$ cat config.mk
export PLATFORM = sky130hd
export DESIGN_NAME = psram_ctrl
export DESIGN_NICKNAME = d
export VERILOG_FILES = /design/src/rtl/psram_pkg.sv /design/src/rtl/psram_mode_dec.sv /design/src/rtl/psram_ref_ctr.sv /design/src/rtl/psram_row_seq.sv /design/src/rtl/psram_ctrl.sv
export SDC_FILE = /design/constraint.sdc
export NUM_CORES = 1
export LEC_CHECK = 0
export BUFFER_PORTS_ARGS = -buffer_cell sky130_fd_sc_hd__buf_2
export CORE_MARGIN = 4
export CORE_UTILIZATION = 59
export CTS_CLUSTER_DIAMETER = 100
export DETAILED_ROUTE_END_ITERATION = 12
export PLACE_DENSITY = 0.87
export RECOVER_POWER = 25
export SYNTH_ARGS = -nofsm -noshare
export SYNTH_HDL_FRONTEND = slang
export SYNTH_SLANG_ARGS = --single-unit
export TNS_END_PERCENT = 50
$ cat constraint.sdc
create_clock -name clk_i -period 3 [get_ports clk_i]
set_input_delay 0.3 -clock clk_i [delete_from_list [all_inputs] [get_ports clk_i]]
set_output_delay 0.3 -clock clk_i [all_outputs]
set_load 0.005 [all_outputs]
$ cat src/rtl/psram_pkg.sv
package psram_pkg;
  typedef enum logic [2:0] {
    MODE_STANDBY = 3'd0,
    MODE_WRITE   = 3'd1,
    MODE_READ    = 3'd2,
    MODE_CE_REF  = 3'd3,
    MODE_AUTO    = 3'd4,
    MODE_SELF    = 3'd5
  } mode_e;

  typedef enum logic [1:0] {
    SQ_IDLE = 2'd0,
    SQ_ACT  = 2'd1,
    SQ_PRE  = 2'd2
  } seq_state_e;
endpackage

$ cat src/rtl/psram_mode_dec.sv
module psram_mode_dec
  import psram_pkg::*;
#(
  parameter int THRESH_CYC   = 2000,
  parameter int INTERVAL_CYC = 3906
) (
  input  logic clk_i,
  input  logic rst_ni,
  input  logic ce_ni,
  input  logic rw_i,
  input  logic oe_rfsh_ni,
  output mode_e mode_o,
  output logic dout_en_o,
  output logic wr_en_o,
  output logic auto_req_o,
  output logic self_tick_o
);
  localparam int LW = (THRESH_CYC > 1) ? $clog2(THRESH_CYC) : 1;
  localparam int TW = (INTERVAL_CYC > 1) ? $clog2(INTERVAL_CYC) : 1;

  logic [LW-1:0] low_cnt_q;
  logic [TW-1:0] tmr_q;
  logic          oe_q;
  logic          rfsh_low, self_act;
  mode_e         mode_d, mode_q;
  logic          dout_q, wr_q;

  assign rfsh_low = ce_ni && !oe_rfsh_ni;
  // low_cnt saturates one below the threshold: the THRESH_CYC-th low sample enters self refresh
  assign self_act = rfsh_low && (low_cnt_q == LW'(THRESH_CYC - 1));

  always_ff @(posedge clk_i or negedge rst_ni) begin
    if (!rst_ni) begin
      low_cnt_q <= '0;
      oe_q      <= 1'b1;
    end else begin
      oe_q <= oe_rfsh_ni;
      if (!rfsh_low)      low_cnt_q <= '0;
      else if (!self_act) low_cnt_q <= low_cnt_q + 1'b1;
    end
  end

  always_ff @(posedge clk_i or negedge rst_ni) begin
    if (!rst_ni)                                 tmr_q <= '0;
    else if (!self_act)                          tmr_q <= '0;
    else if (tmr_q == TW'(INTERVAL_CYC - 1))     tmr_q <= '0;
    else                                         tmr_q <= tmr_q + 1'b1;
  end

  assign self_tick_o = self_act && (tmr_q == TW'(INTERVAL_CYC - 1));
  assign auto_req_o  = rfsh_low && oe_q;

  always_comb begin
    if (!ce_ni) begin
      if (!rw_i)            mode_d = MODE_WRITE;
      else if (!oe_rfsh_ni) mode_d = MODE_READ;
      else                  mode_d = MODE_CE_REF;
    end else if (oe_rfsh_ni) begin
      mode_d = MODE_STANDBY;
    end else if (self_act) begin
      mode_d = MODE_SELF;
    end else begin
      mode_d = MODE_AUTO;
    end
  end

  always_ff @(posedge clk_i or negedge rst_ni) begin
    if (!rst_ni) begin
      mode_q <= MODE_STANDBY;
      dout_q <= 1'b0;
      wr_q   <= 1'b0;
    end else begin
      mode_q <= mode_d;
      dout_q <= (mode_d == MODE_READ);
      wr_q   <= (mode_d == MODE_WRITE);
    end
  end

  assign mode_o    = mode_q;
  assign dout_en_o = dout_q;
  assign wr_en_o   = wr_q;
endmodule

$ cat src/rtl/psram_ref_ctr.sv
module psram_ref_ctr #(
  parameter int W = 8
) (
  input  logic         clk_i,
  input  logic         rst_ni,
  input  logic         adv_i,
  output logic [W-1:0] row_o
);
  logic [W-1:0] cnt_q;

  always_ff @(posedge clk_i or negedge rst_ni) begin
    if (!rst_ni)    cnt_q <= '0;
    else if (adv_i) cnt_q <= cnt_q + 1'b1;
  end

  assign row_o = cnt_q;
endmodule

$ cat src/rtl/psram_row_seq.sv
module psram_row_seq
  import psram_pkg::*;
#(
  parameter int ROW_W   = 8,
  parameter int ROW_CYC = 3
) (
  input  logic             clk_i,
  input  logic             rst_ni,
  input  logic             int_req_i,
  input  logic [ROW_W-1:0] int_row_i,
  input  logic             ext_req_i,
  input  logic [ROW_W-1:0] ext_row_i,
  output logic             int_acc_o,
  output logic [ROW_W-1:0] row_addr_o,
  output logic             row_act_o
);
  localparam int CW = (ROW_CYC > 1) ? $clog2(ROW_CYC) : 1;

  seq_state_e       st_q;
  logic [CW-1:0]    cnt_q;
  logic [ROW_W-1:0] row_q;
  logic             int_pend_q, served_q;
  logic             ext_acc;

  assign int_acc_o = (st_q == SQ_IDLE) && int_pend_q;
  assign ext_acc   = (st_q == SQ_IDLE) && !int_pend_q && ext_req_i && !served_q;

  always_ff @(posedge clk_i or negedge rst_ni) begin
    if (!rst_ni) int_pend_q <= 1'b0;
    else         int_pend_q <= (int_pend_q && !int_acc_o) || int_req_i;
  end

  // one external cycle per enable-low period
  always_ff @(posedge clk_i or negedge rst_ni) begin
    if (!rst_ni)         served_q <= 1'b0;
    else if (!ext_req_i) served_q <= 1'b0;
    else if (ext_acc)    served_q <= 1'b1;
  end

  always_ff @(posedge clk_i or negedge rst_ni) begin
    if (!rst_ni) begin
      st_q  <= SQ_IDLE;
      cnt_q <= '0;
      row_q <= '0;
    end else begin
      unique case (st_q)
        SQ_IDLE: begin
          cnt_q <= '0;
          if (int_acc_o) begin
            st_q  <= SQ_ACT;
            row_q <= int_row_i;
          end else if (ext_acc) begin
            st_q  <= SQ_ACT;
            row_q <= ext_row_i;
          end
        end
        SQ_ACT: begin
          if (cnt_q == CW'(ROW_CYC - 1)) st_q <= SQ_PRE;
          else                           cnt_q <= cnt_q + 1'b1;
        end
        default: st_q <= SQ_IDLE;
      endcase
    end
  end

  assign row_addr_o = row_q;
  assign row_act_o  = (st_q == SQ_ACT);
endmodule

$ cat src/rtl/psram_ctrl.sv
module psram_ctrl
  import psram_pkg::*;
#(
  parameter int ROW_W         = 8,
  parameter int COL_W         = 7,
  parameter int CLK_PER_US    = 250,
  parameter int LONG_PULSE_US = 8,
  parameter int RETENTION_US  = 4000,
  parameter int ROW_CYC       = 3,
  localparam int ADDR_W       = ROW_W + COL_W
) (
  input  logic              clk_i,
  input  logic              rst_ni,
  input  logic              ce_ni,
  input  logic              rw_i,
  input  logic              oe_rfsh_ni,
  input  logic [ADDR_W-1:0] addr_i,
  output logic [ROW_W-1:0]  row_addr_o,
  output logic [COL_W-1:0]  col_addr_o,
  output logic              row_act_o,
  output logic              dout_en_o,
  output logic              wr_en_o,
  output logic [2:0]        mode_o
);
  localparam int ROWS         = 1 << ROW_W;
  localparam int THRESH_CYC   = LONG_PULSE_US * CLK_PER_US;
  localparam int INTERVAL_CYC = (RETENTION_US * CLK_PER_US) / ROWS;

  mode_e            mode;
  logic             auto_req, self_tick, int_acc;
  logic [ROW_W-1:0] ctr_row;

  psram_mode_dec #(
    .THRESH_CYC  (THRESH_CYC),
    .INTERVAL_CYC(INTERVAL_CYC)
  ) u_dec (
    .clk_i      (clk_i),
    .rst_ni     (rst_ni),
    .ce_ni      (ce_ni),
    .rw_i       (rw_i),
    .oe_rfsh_ni (oe_rfsh_ni),
    .mode_o     (mode),
    .dout_en_o  (dout_en_o),
    .wr_en_o    (wr_en_o),
    .auto_req_o (auto_req),
    .self_tick_o(self_tick)
  );

  psram_ref_ctr #(.W(ROW_W)) u_ctr (
    .clk_i (clk_i),
    .rst_ni(rst_ni),
    .adv_i (int_acc),
    .row_o (ctr_row)
  );

  psram_row_seq #(
    .ROW_W  (ROW_W),
    .ROW_CYC(ROW_CYC)
  ) u_seq (
    .clk_i     (clk_i),
    .rst_ni    (rst_ni),
    .int_req_i (auto_req || self_tick),
    .int_row_i (ctr_row),
    .ext_req_i (!ce_ni),
    .ext_row_i (addr_i[ROW_W-1:0]),
    .int_acc_o (int_acc),
    .row_addr_o(row_addr_o),
    .row_act_o (row_act_o)
  );

  assign col_addr_o = addr_i[ADDR_W-1:ROW_W];
  assign mode_o     = mode;
endmodule

Word-level counts from Yosys, hierarchy flattened
Index checks and enable logic that the tools add are counted.
{"block": "totals", "reg_bits": 51, "inputBits": 20, "elab_cells": 68}
{"block": "classes", "add_sub_neg": 4, "n_eq_ne": 10, "n_mux": 19, "reduce_logical": 23}
{"cell": "two-way mux 12 bit", "count": 2}
{"cell": "two-way mux 11 bit", "count": 2}
{"cell": "two-way mux 8 bit", "count": 2}
{"cell": "adder 12 x 1 -> 12 bit (second input constant)", "count": 1}
{"cell": "equality test 12 bit (second input constant)", "count": 1}
{"cell": "adder 11 x 1 -> 11 bit (second input constant)", "count": 1}
{"cell": "equality test 11 bit (second input constant)", "count": 1}
{"cell": "logical AND 1 bit", "count": 9}
{"cell": "two-way mux 3 bit", "count": 3}
{"cell": "adder 8 x 1 -> 8 bit (second input constant)", "count": 1}
{"cell": "two-way mux 2 bit", "count": 4}
{"cell": "case mux 2 bit (2 select lines)", "count": 2}
{"cell": "AND reduction 2 bit", "count": 3}
{"cell": "nonzero test 2 bit", "count": 3}
{"cell": "zero test 1 bit", "count": 5}
{"cell": "two-way mux 1 bit", "count": 4}
{"cell": "inequality test 2 bit (second input constant)", "count": 2}
{"cell": "equality test 3 x 1 -> 1 bit (second input constant)", "count": 1}
{"cell": "equality test 3 x 2 -> 1 bit (second input constant)", "count": 1}
{"cell": "inequality test 3 x 1 -> 1 bit (second input constant)", "count": 1}
{"cell": "adder 2 x 1 -> 2 bit (second input constant)", "count": 1}
{"cell": "equality test 2 x 1 -> 1 bit (second input constant)", "count": 1}
{"cell": "equality test 2 bit (second input constant)", "count": 1}
{"cell": "zero test 2 bit", "count": 1}
{"cell": "2 further kinds", "count": 3}

Logic depth before layout (Yosys ltp)
{"block": "depth", "depth_word": 7, "mapped_depth": 7, "mapped_depth_nobuf": 6}

By module
From an unflattened synthesis, not the netlist that was laid out.
{"block": "unflattened", "hier_cells": 223, "hier_area_um2": 2397.3}
{"module": "psram_mode_dec", "n_inst": 1, "cells_each": 129, "area_each_um2": 1322.5, "seq_area_each_um2": 726.9}
{"module": "psram_row_seq", "n_inst": 1, "cells_each": 59, "area_each_um2": 674.4, "seq_area_each_um2": 350.3}
{"module": "psram_ref_ctr", "n_inst": 1, "cells_each": 26, "area_each_um2": 337.8, "seq_area_each_um2": 200.2}
{"module": "psram_ctrl", "n_inst": 1, "cells_each": 9, "area_each_um2": 62.6, "seq_area_each_um2": 0.0}

Worst setup path after synthesis
OpenSTA, ideal clock, no wires.
{"block": "synth_path", "path_kind": "register to register", "start": "register u_dec.low_cnt_q[0]", "end": "register u_dec.tmr_q[10]", "setup_ns": 0.071, "arrival_time_ns": 1.523, "t_required_ns": 2.929, "setup_slack_ns": 1.406, "stages_incl_launch_ff": 7, "n_path_buf": 1, "synth_period_minus_slack_ns": 1.594, "path_cell_list": "dfrtp_1 ha_1 nand3_1 nor4_4 nand3b_2 buf_6 nor2_1"}
{"block": "synth_via", "elab_chain_len": 3}
{"element": "start, declared", "line": "psram_mode_dec.sv:21", "source": "logic [LW-1:0] low_cnt_q;"}
{"element": "start signal, assigned", "line": "psram_mode_dec.sv:39", "source": "else if (!self_act) low_cnt_q <= low_cnt_q + 1'b1;"}
{"element": "equality test 11 bit", "line": "psram_mode_dec.sv:30", "source": "assign self_act = rfsh_low && (low_cnt_q == LW'(THRESH_CYC - 1));"}
{"element": "logical AND 1 bit", "line": "psram_mode_dec.sv:30"}
{"element": "two-way mux 12 bit", "line": "psram_mode_dec.sv:45", "source": "else if (!self_act) tmr_q <= '0;"}
{"element": "end signal, assigned", "line": "psram_mode_dec.sv:47", "source": "else tmr_q <= tmr_q + 1'b1;"}
{"element": "end, declared", "line": "psram_mode_dec.sv:22", "source": "logic [TW-1:0] tmr_q;"}
No other way between the ends.
A chain may end at the register's enable or synchronous reset.

Worst setup path after layout
{"block": "layout_path", "start": "register u_dec.low_cnt_q[0]", "end": "register u_dec.tmr_q[7]"}
Same word-level chain as after synthesis.

==> reports/results.tsv <==
stage	metric	value	unit
run_status	status	finished, final reports clean	
power_and_ir_drop	p_per_area	708	mW/mm^2
clock_tree	clkTransAtPathRegs	90	ps
worst_setup_path	rr_startpoint	u_dec.low_cnt_q[0]	
detailed_routing	route.detailed.drc	0	
placement	gp_congestion	0.825	
timing	fmax	522	MHz
global_routing	grt-ovfl-total	0	
job	cap_violations	0	
timing	worst_slack	1090	ps
worst_setup_path	cp-end-kind	flip-flop	
detailed_routing	via_count	1634	
placement	place_ws	1120	ps
worst_setup_path	r2r_end	u_dec.tmr_q[7]	
synthesis	postSynthCellCount	228	
clock_tree	cts_hold_buf	0	
timing	min_period_over_period	63.8	%
synthesis	ys.flop_type	dfrtp_1	
worst_setup_path	rrSetupSlack	1090	ps
synthesis	ys_seq_area_share	54.6	%
cells_and_area	finalNonFillerCells	297	
timing	layout_min_cycle_time	1910	ps
worst_setup_path	r2r_cells	5	
detailed_routing	drtAntennaViolNets	0	
synthesis	syn-num-nets	253	
clock_tree	cts_tree	built	
placement	dp_hpwl	2.77	mm
timing	skew	8.65	ps
timing	slew_viol_final	0	
synthesis	synthesis.area	0.00234	sq mm
floorplanning	io_pins	41	
clock_tree	clockRootBuffer	clkbuf_8	
floorplanning	rows	22	
worst_hold_path	whs_path_depth	1	
timing	setup_viol	0	
timing	rsz0062_at_grt	false	
worst_hold_path	hold_path_class	input pin to flip-flop	
global_routing	grt_pass1_wl	7.01	mm
power_and_ir_drop	leakage	1.15	nW
timing	relSlewSlack	28.9	%
clock_tree	cts_resized	0	
global_routing	first_global_vias	1620	
worst_setup_path	crit_path_end	u_dec.tmr_q[7]	
synthesis	ys_types	41	
synthesis	yosys_register_bits	51	
clock_tree	clock_latency	310	ps
worst_setup_path	critical_path_arrival	2150	ps
detailed_routing	wire_per_inst	13.5	um
timing	finalHoldViolCount	0	
worst_setup_path	crit_required	3230	ps
global_routing	grt_max_degree	52	
synthesis	synth-async-reset-ratio	100	%
floorplanning	dieHeight	71.0	um
power_and_ir_drop	totalPowerFinal	1.81	mW
clock_tree	cts_buffers	5	
detailed_routing	viasPerCell	5.50	
worst_setup_path	crit_fanout	12	
power_and_ir_drop	peakVddDrop	0.313	mV
cells_and_area	utilization	68.3	%
cells_and_area	syn_to_final_growth	9.30	%
floorplanning	core_area	0.00374	sq mm
timing	setup_tns	0	ps
worst_setup_path	crit_type	flip-flop to flip-flop	
placement	dp_cells	289	
floorplanning	die_w	71.0	um
cells_and_area	fill_cells	285	
floorplanning	start_util	62.5	%
cells_and_area	drive_above_1_share	16.1	%
synthesis	ys_warn_count	0	
clock_tree	cts_max_path_buffers	2	
detailed_routing	wirelength	4.01	mm
synthesis	syn_avg_cell_area	10.3	sq um
worst_setup_path	startpoint	u_dec.low_cnt_q[0]	
placement	portBuffers	26	
detailed_routing	dr.pass1.iters	4	
cells_and_area	antenna_cells	0	
cells_and_area	nets	273	
global_routing	grt_use_total	17.3	%
clock_tree	htreeDepth	2	
synthesis	synth-edff-count	0	
global_routing	antenna_found_initial	0	
worst_setup_path	start_kind	flip-flop	
clock_tree	cts_setup_buffers	0	
detailed_routing	drt_iter0_markers	120	
timing	worstMarginPinSlew	1070	ps
floorplanning	die_area	0.00504	sq mm
clock_tree	cts_sinks	51	
-- metal layers --
| layer | up-vias | global-route usage [%] | share of wire [%] |
|---|---|---|---|
| li1 | 805 | - | - |
| met1 | 782 | 22.0 | 44 |
| met2 | 38 | 28.3 | 48 |
| met3 | 9 | 4.12 | 5.7 |
| met4 | 0 | 7.72 | 2.2 |
| met5 | - | 0 | 0 |
-- worst max-delay path, stage by stage (launching register included) --
cell	delay, ps
dfrtp_1	430
ha_1	200
nand3_1	230
nor4_4	450
nand3b_2	340
nor2_1	190
-- through the flow --
| step | hold WS, ps | area (sq um) |
|---|---|---|
| 3_3_place_gp | 435 | 2440 |
| 5_1_grt | 108 | 2560 |
| 6_report | 111 | 2560 |
| 4_1_cts | 101 | 2560 |
| 2_1_floorplan | 4.41 | 2340 |
| 3_5_place_dp | 437 | 2440 |
-- how the worst min path moves through the flow --
stage	slack, ps	endpoint	from
after CTS	100	u_dec.oe_q	oe_rfsh_ni
after global routing	110	u_dec.oe_q	oe_rfsh_ni
after floorplan	4	u_ctr.row_o[0]	rst_ni
after detailed placement	440	u_dec.oe_q	oe_rfsh_ni
final	110	u_dec.oe_q	oe_rfsh_ni
after global placement	440	u_dec.oe_q	oe_rfsh_ni
-- flip-flops by register name, summed over array words and instances (netlist names) --
signal	cells
u_seq.served_q	1
u_dec.wr_en_o	1
u_dec.low_cnt_q	11
u_dec.oe_q	1
u_seq.cnt_q	2
u_seq.row_addr_o	8
u_ctr.row_o	8
u_dec.tmr_q	12
u_seq.int_pend_q	1
u_dec.mode_o	3
u_dec.dout_en_o	1
u_seq.st_q	2
-- cells in the final DEF (no fill, tap or decap), drive strengths merged, types with 3 or more instances in the layout --
cell,count
xor2,8
o21ai,6
nand2,16
buf,24
nor4,3
nor2b,3
nand4,7
nor3,8
xnor2,15
inv,7
nand3,10
nand2b,3
o22ai,6
nor2,43
dfrtp,50
ha,5
clkbuf,7
a21oi,4
-- cell families (layout without fill, tap and decap cells) --
kind of cell	Yosys count	after routing	synth area share, %
compound gates	23	23	5.99
xor+xnor	23	23	8.61
simple gates	106	106	23.1
flops	51	51	54.6
buf+inv	19	40	4.60
fa+ha+maj	5	5	2.67
mux	1	1	0.428
-- synthesized netlist by cell type, drive strengths merged (4+ instances only) --
| cell type | count | share of area (%) |
|---|---|---|
| dfrtp | 50 | 53 |
| ha | 5 | 2.7 |
| a21oi | 4 | 0.86 |
| xor2 | 8 | 3.0 |
| nor3 | 8 | 1.7 |
| inv | 6 | 0.96 |
| o22ai | 6 | 1.6 |
| buf | 10 | 3.2 |
| nor2 | 43 | 6.9 |
| nand3 | 10 | 2.1 |
| o21ai | 6 | 1.3 |
| nand2 | 16 | 2.6 |
| nand4 | 7 | 2.1 |
| xnor2 | 15 | 5.6 |
-- area by class of cell --
class                   count  area (sq um)  area share [%]
well taps                  48          60.1            2.35
inverters                   6          22.5           0.881
flip-flops and latches     51          1280            50.0
clock buffers               5          68.8            2.69
multi-input cells         158           955            37.3
repair buffers             26           128            4.99
clock inverters             3          46.3            1.81
-- report_power, final --
group	switching (mW)	leakage [nW]	internal [mW]
Sequential	0.109	0.668	0.809
Clock	0.231	0.0548	0.251
Combinational	0.210	0.422	0.200
(Power assumes the default switching activity.)
